File: config.mk
export PLATFORM = sky130hd
export DESIGN_NAME = trap_vector_seq
export DESIGN_NICKNAME = d
export VERILOG_FILES = /design/src/rtl/tvs_pkg.sv /design/src/rtl/tvs_vector_lut.sv /design/src/rtl/tvs_shadow_map.sv /design/src/rtl/trap_vector_seq.sv
export SDC_FILE = /design/constraint.sdc
export NUM_CORES = 1
export LEC_CHECK = 0
export ABC_CLOCK_PERIOD_IN_PS = 5800
export BUFFER_PORTS_ARGS = -buffer_cell sky130_fd_sc_hd__buf_2
export CORE_ASPECT_RATIO = 2
export CORE_UTILIZATION = 50
export DETAILED_ROUTE_END_ITERATION = 10
export PLACE_DENSITY = 0.84
export SLEW_MARGIN = 30
export SYNTH_ARGS = -nofsm -noshare
export SYNTH_HDL_FRONTEND = slang
export SYNTH_SLANG_ARGS = --single-unit
File: constraint.sdc
create_clock -name clk -period 5.8 [get_ports clk]
set_clock_uncertainty 0.1 [all_clocks]
set_input_delay 1.16 -clock clk [delete_from_list [all_inputs] [get_ports clk]]
set_output_delay 1.16 -clock clk [all_outputs]
set_load 0.05 [all_outputs]
File: src/rtl/tvs_pkg.sv
package tvs_pkg;
  localparam int CODE_W = 5;
  localparam int OFF_W  = 14;

  localparam logic [CODE_W-1:0] EV_NONE    = 5'd0;
  localparam logic [CODE_W-1:0] EV_MCHK    = 5'd1;
  localparam logic [CODE_W-1:0] EV_ARITH   = 5'd2;
  localparam logic [CODE_W-1:0] EV_INTR    = 5'd3;
  localparam logic [CODE_W-1:0] EV_DMISS_N = 5'd4;
  localparam logic [CODE_W-1:0] EV_DMISS_P = 5'd5;
  localparam logic [CODE_W-1:0] EV_ALIGN   = 5'd6;
  localparam logic [CODE_W-1:0] EV_DFAULT  = 5'd7;
  localparam logic [CODE_W-1:0] EV_DACV    = 5'd8;
  localparam logic [CODE_W-1:0] EV_IMISS   = 5'd9;
  localparam logic [CODE_W-1:0] EV_IFAULT  = 5'd10;
  localparam logic [CODE_W-1:0] EV_IACV    = 5'd11;
  localparam logic [CODE_W-1:0] EV_OPDEC   = 5'd12;
  localparam logic [CODE_W-1:0] EV_FPDIS   = 5'd13;
  localparam logic [CODE_W-1:0] EV_PCALL   = 5'd14;
  localparam logic [CODE_W-1:0] EV_OVF     = 5'd15;

  localparam logic [OFF_W-1:0] BOOT_OFF = 14'h0001;

  typedef struct packed {
    logic             known;
    logic             skip;
    logic [OFF_W-1:0] off;
  } vec_info_t;
endpackage

File: src/rtl/tvs_vector_lut.sv
module tvs_vector_lut
  import tvs_pkg::*;
(
  input  logic [CODE_W-1:0] code,
  output vec_info_t         info
);
  always_comb begin
    info.known = 1'b1;
    info.skip  = 1'b0;
    info.off   = '0;
    unique case (code)
      EV_MCHK:             info.off = 14'h0401;
      EV_ARITH: begin      info.off = 14'h0501; info.skip = 1'b1; end
      EV_INTR:             info.off = 14'h0101;
      EV_DMISS_N:          info.off = 14'h0201;
      EV_DMISS_P:          info.off = 14'h0281;
      EV_ALIGN:            info.off = 14'h0301;
      EV_DFAULT, EV_DACV:  info.off = 14'h0381;
      EV_IMISS, EV_IFAULT: info.off = 14'h0181;
      EV_IACV:             info.off = 14'h0081;
      EV_OPDEC:            info.off = 14'h0481;
      EV_FPDIS:            info.off = 14'h0581;
      EV_PCALL: begin      info.off = 14'h2001; info.skip = 1'b1; end
      EV_OVF:              info.off = 14'h0501;
      default:             info.known = 1'b0;
    endcase
  end
endmodule

File: src/rtl/tvs_shadow_map.sv
module tvs_shadow_map #(
  parameter int NREGS = 32,
  parameter int IDX_W = $clog2(NREGS)
) (
  input  logic             sel,
  input  logic [IDX_W-1:0] idx,
  output logic             hit
);
  logic [NREGS-1:0] mask;

  for (genvar g = 0; g < NREGS; g++) begin : g_mask
    assign mask[g] = ((g >= 8) && (g <= 14)) || (g == 25);
  end

  assign hit = sel & mask[idx];
endmodule

File: src/rtl/trap_vector_seq.sv
module trap_vector_seq
  import tvs_pkg::*;
#(
  parameter int PC_W  = 64,
  parameter int NREGS = 32,
  parameter int IDX_W = $clog2(NREGS)
) (
  input  logic              clk,
  input  logic              rst_n,
  input  logic [PC_W-1:0]   pal_base,
  input  logic [PC_W-1:0]   cur_pc,
  input  logic [CODE_W-1:0] fault_code,
  input  logic              ret_req,
  input  logic [IDX_W-1:0]  reg_idx,
  output logic              redirect_valid,
  output logic [PC_W-1:0]   next_pc,
  output logic [PC_W-1:0]   next_npc,
  output logic [PC_W-1:0]   exc_addr,
  output logic              shadow_sel,
  output logic              shadow_hit
);
  localparam logic [PC_W-1:0] STEP = PC_W'(4);

  logic              boot_pend;
  logic              in_priv;
  logic [CODE_W-1:0] eff_code;
  vec_info_t         vinfo;
  logic              take_fault;
  logic              take_ret;
  logic              keep_exc;
  logic [PC_W-1:0]   vec_pc;
  logic [PC_W-1:0]   save_pc;

  assign in_priv  = cur_pc[0];
  assign eff_code = (fault_code != EV_NONE) ? fault_code :
                    (ret_req && !in_priv) ? EV_OPDEC : EV_NONE;

  tvs_vector_lut u_lut (.code(eff_code), .info(vinfo));

  assign take_fault = !boot_pend && vinfo.known;
  assign take_ret   = !boot_pend && (fault_code == EV_NONE) && ret_req && in_priv;
  assign keep_exc   = (eff_code == EV_INTR) && in_priv;
  assign vec_pc     = pal_base + PC_W'(vinfo.off);
  assign save_pc    = vinfo.skip ? (cur_pc + STEP) : cur_pc;

  always_ff @(posedge clk) begin
    if (!rst_n) begin
      boot_pend      <= 1'b1;
      redirect_valid <= 1'b0;
      next_pc        <= '0;
      next_npc       <= '0;
      exc_addr       <= '0;
      shadow_sel     <= 1'b1;
    end else if (boot_pend) begin
      boot_pend      <= 1'b0;
      redirect_valid <= 1'b1;
      next_pc        <= pal_base + PC_W'(BOOT_OFF);
      next_npc       <= pal_base + PC_W'(BOOT_OFF) + STEP;
    end else begin
      redirect_valid <= take_fault || take_ret;
      if (take_fault) begin
        next_pc  <= vec_pc;
        next_npc <= vec_pc + STEP;
        if (!keep_exc) exc_addr <= save_pc;
        if (!in_priv) shadow_sel <= 1'b1;
      end else if (take_ret) begin
        next_pc  <= exc_addr;
        next_npc <= exc_addr + STEP;
        if (!exc_addr[0]) shadow_sel <= 1'b0;
      end
    end
  end

  tvs_shadow_map #(.NREGS(NREGS), .IDX_W(IDX_W)) u_map (
    .sel(shadow_sel), .idx(reg_idx), .hit(shadow_hit)
  );

  assert_boot_redirect_R1: assert property (@(posedge clk) disable iff (!rst_n)
    boot_pend |=> redirect_valid && (next_pc == $past(pal_base) + PC_W'(BOOT_OFF)));

  assert_npc_step_R2: assert property (@(posedge clk) disable iff (!rst_n)
    redirect_valid |-> (next_npc == next_pc + STEP));

  assert_intr_keeps_exc_R5: assert property (@(posedge clk) disable iff (!rst_n)
    (!boot_pend && fault_code == EV_INTR && cur_pc[0]) |=> $stable(exc_addr));

  assert_entry_shadow_R6: assert property (@(posedge clk) disable iff (!rst_n)
    (take_fault && !cur_pc[0]) |=> shadow_sel);

  assert_ret_target_R7: assert property (@(posedge clk) disable iff (!rst_n)
    take_ret |=> (next_pc == $past(exc_addr)) && $stable(exc_addr));

  assert_idle_quiet_R9: assert property (@(posedge clk) disable iff (!rst_n)
    (!boot_pend && fault_code == EV_NONE && !ret_req) |=>
      !redirect_valid && $stable(exc_addr) && $stable(shadow_sel));

  assert_hit_needs_sel_R10: assert property (@(posedge clk) disable iff (!rst_n)
    shadow_hit |-> shadow_sel);
endmodule

==> flow_metrics.py <==
metrics = {
    "run_status": {
        "status": "completed",
    },
    "die": {
        "rows": 86,
        "dieArea_sq_um": 28900,
        "die-height_um": 239,
        "io_pins": 336,
        "start_util_pct": 50.9,
        "die_x_um": 121,
        "coreArea_sq_um": 27700,
    },
    "grt": {
        "track_usage_pct": 41.2,
        "antenna_found_initial": 3,
        "grt_pass1_vias": 16152,
        "grt_pass1_wl_mm": 90.9,
        "grt_max_degree": 124,
        "overflow": 0,
    },
    "drt": {
        "drtAntennaViolNets": 0,
        "routedWlPerCell_um": 22.4,
        "drt_iter0_markers": 1659,
        "via_per_inst": 6.39,
        "routed_wirelength_mm": 60.4,
        "dr.pass1.iters": 6,
        "drc": 0,
        "vias": 17196,
    },
    "synth": {
        "synth_warnings": 0,
        "synthAdderAreaFrac_pct": 0.888,
        "yosys.area_share.simple_pct": 33.8,
        "synth_mux_area_share_pct": 1.47,
        "synth_area_sq_um": 14100,
        "synthCells": 1933,
        "ys_seq_area_share_pct": 27.4,
        "syn_avg_cell_area_sq_um": 7.29,
        "synth-seq-cells": 193,
        "synth_top_area_share_pct": 27.4,
        "yosysMostFrequentCell": "nor2_1",
        "ys_async_sr_fraction_pct": 0,
        "synth_xor_area_share_pct": 8.65,
        "synth.largest_area_cell": "dfxtp_1",
        "synth_top_flop_cell": "dfxtp_1",
        "synth_commonest_cells": "246 x nor2_1, 196 x nand2_1, 193 x dfxtp_1, 123 x clkbuf_1, 103 x a211oi_1",
        "synth_top_family_by_area": "simple AND/OR/NAND/NOR gates",
        "ys_types": 91,
        "syn-num-nets": 2084,
        "synth_edf_count": 0,
        "synth_compound_area_share_pct": 22.6,
        "ys_top_cells_by_area": "dfxtp_1 27%, nor2_1 6.6%, a211oi_1 5.5%, nand2_1 5.2%, xnor2_1 4.8%",
    },
    "clocking": {
        "cts_setup_buffers": 0,
        "clock_latency_ns": 0.47,
        "cts_buffers": 17,
        "cts.sinks": 193,
        "clockBufferDepth": 2,
        "htreeDepth": 4,
        "cts_tree": "yes",
        "cts_root_buf": "clkbuf_16",
        "cts-hold-fix-buffers": 0,
        "cts_resized": 0,
        "clk_pin_slew_worst_paths_ns": 0.07,
    },
    "sta": {
        "period_needed_ns": 5.45,
        "worst_slack_ns": 0.346,
        "fmax_mhz": 183,
        "setup_viol": 0,
        "worst_pin_slew_ns": 0.985,
        "fin_crit_sh_pct": 94.0,
        "rsz0062_at_grt": "no",
        "maxSlewHeadroom_pct": 33.8,
        "slew_viol_final": 0,
        "finalHoldViolCount": 0,
    },
    "setup_path": {
        "r2r-end": "next_npc[50]",
        "worstPathArrival_ns": 5.75,
        "r2r_cells": 14,
        "worstPathRequired_ns": 6.09,
        "ff2ff_setup_slack_ns": 1.01,
        "worstSetupEndpointType": "flip-flop",
        "critPathKind": "primary input to flip-flop",
        "startpoint_type": "primary input",
        "r2r_start": "boot_pend",
        "path_max_fanout": 9,
    },
    "finish": {
        "layoutNonFillerInstCount": 2690,
        "area_growth_pct": 25.7,
        "utilization_pct": 64.0,
        "drive_gt1_share_pct": 25.7,
        "finalNetCount": 2473,
    },
    "worst_hold_path": {
        "min_path_type": "flip-flop to flip-flop",
        "hp-start": "next_pc[9]",
        "holdPathEnd": "next_pc[9]",
        "min_path_cells": 2,
    },
    "placed_design": {
        "numPlacedInstances": 2655,
        "port_buffers": 335,
        "gp_congestion": 1.05,
        "dp_hpwl_mm": 47.8,
        "dp_slack_ns": -0.0597,
    },
    "power_and_ir_drop": {
        "p_leak_nw": 7.17,
        "ir_worst_vdd_mv": 0.212,
        "p_per_area_nw_per_um2": 232,
    },
    "job": {
        "timing.max_cap.violations": 0,
    },
}
[worst max-delay path by stage]
stage                  start  cells after the start  slack, ns           end
2_1_floorplan  fault_code[1]                     20       0.03  next_npc[53]
3_3_place_gp         ret_req                     18       0.02  next_npc[58]
3_5_place_dp   fault_code[0]                     20      -0.06  next_npc[59]
4_1_cts        fault_code[0]                     20       0.41  next_npc[59]
5_1_grt            cur_pc[0]                     21       0.04  next_npc[59]
6_report       fault_code[0]                     20       0.35  next_npc[59]
[placed cells by master (no fill, tap or decap), types with 21 or more instances in the layout]
cell and instances:
inv_1 22, xnor2_1 77, o21ai_0 74, nand3_1 96, nand2_1 195, and3_1 43, nor4_1 35, nand4_1 77
xor2_1 62, a21oi_1 96, buf_2 335, or3_1 50, nor2_1 246, o211ai_1 21, dfxtp_1 192, nor3_1 52
buf_4 190, or4_1 25, a211oi_1 103
[cell families (layout without fill, tap and decap cells)]
group	Yosys count	in the layout
other	0	4
adder cells (fa/ha/maj)	10	10
flip-flops	193	193
multiplexers	20	20
AO/OA/AOI/OAI	461	461
AND/OR/NAND/NOR	927	927
XOR/XNOR	139	139
buffers and inverters	183	584
[state kept, by name, indices dropped and copies added (netlist names)]
signal / cells
exc_addr: 64
next_npc: 62
next_pc: 64
shadow_sel: 1
boot_pend: 1
redirect_valid: 1
[stage by stage]
stage                     total power [mW]  hold WS, ns  area [sq um]  TNS, ns
after floorplan                       2.40        0.571         14100        0
after global placement                2.85        0.338         17100        0
after detailed placement              2.86        0.342         17100   -0.348
after CTS                             4.08        0.351         17700        0
after global routing                  4.24        0.372         17700        0
final                                 4.10        0.346         17700        0
[where the power goes]
part	leakage, nW	internal, mW	switching [mW]
sequential	1.60	1.43	0.0862
clock	0.289	0.649	0.591
combinational	5.28	0.395	0.945
total	7.17	2.48	1.62
[routing by layer]
layer	GRT usage, %	part of all wire [%]
met3	6.43	6.7
met2	71.5	49
met1	45.2	36
met4	29.1	7.8
met5	0	0
[layout make-up]
type                       instances  area [sq um]
fill                            2558          9950
multi-input combinational       1557          9530
sequential                       193          3860
timing repair buffer             528          3150
tap                              352           440
clock buffer                      18           429
clock inverter                    13           173
inverter                          25          96.3
antenna                            4          10.0
[critical path: stages]
cell	delay, ns
buf_2	0.18
nand2_1	0.12
mux2_2	0.27
mux2i_1	0.13
nor2_1	0.07
ha_1	0.29
nand4_1	0.12
nor3_1	0.77
buf_4	0.27
o211ai_1	0.10
buf_4	0.18
mux2i_1	0.12
a211oi_1	0.30
buf_4	0.17
nand4b_1	0.11
nor4_1	0.29
buf_4	0.17
nand4_1	0.21
or4_1	0.52
a31oi_1	0.19
No activity file was read; power rests on OpenSTA's default activity.
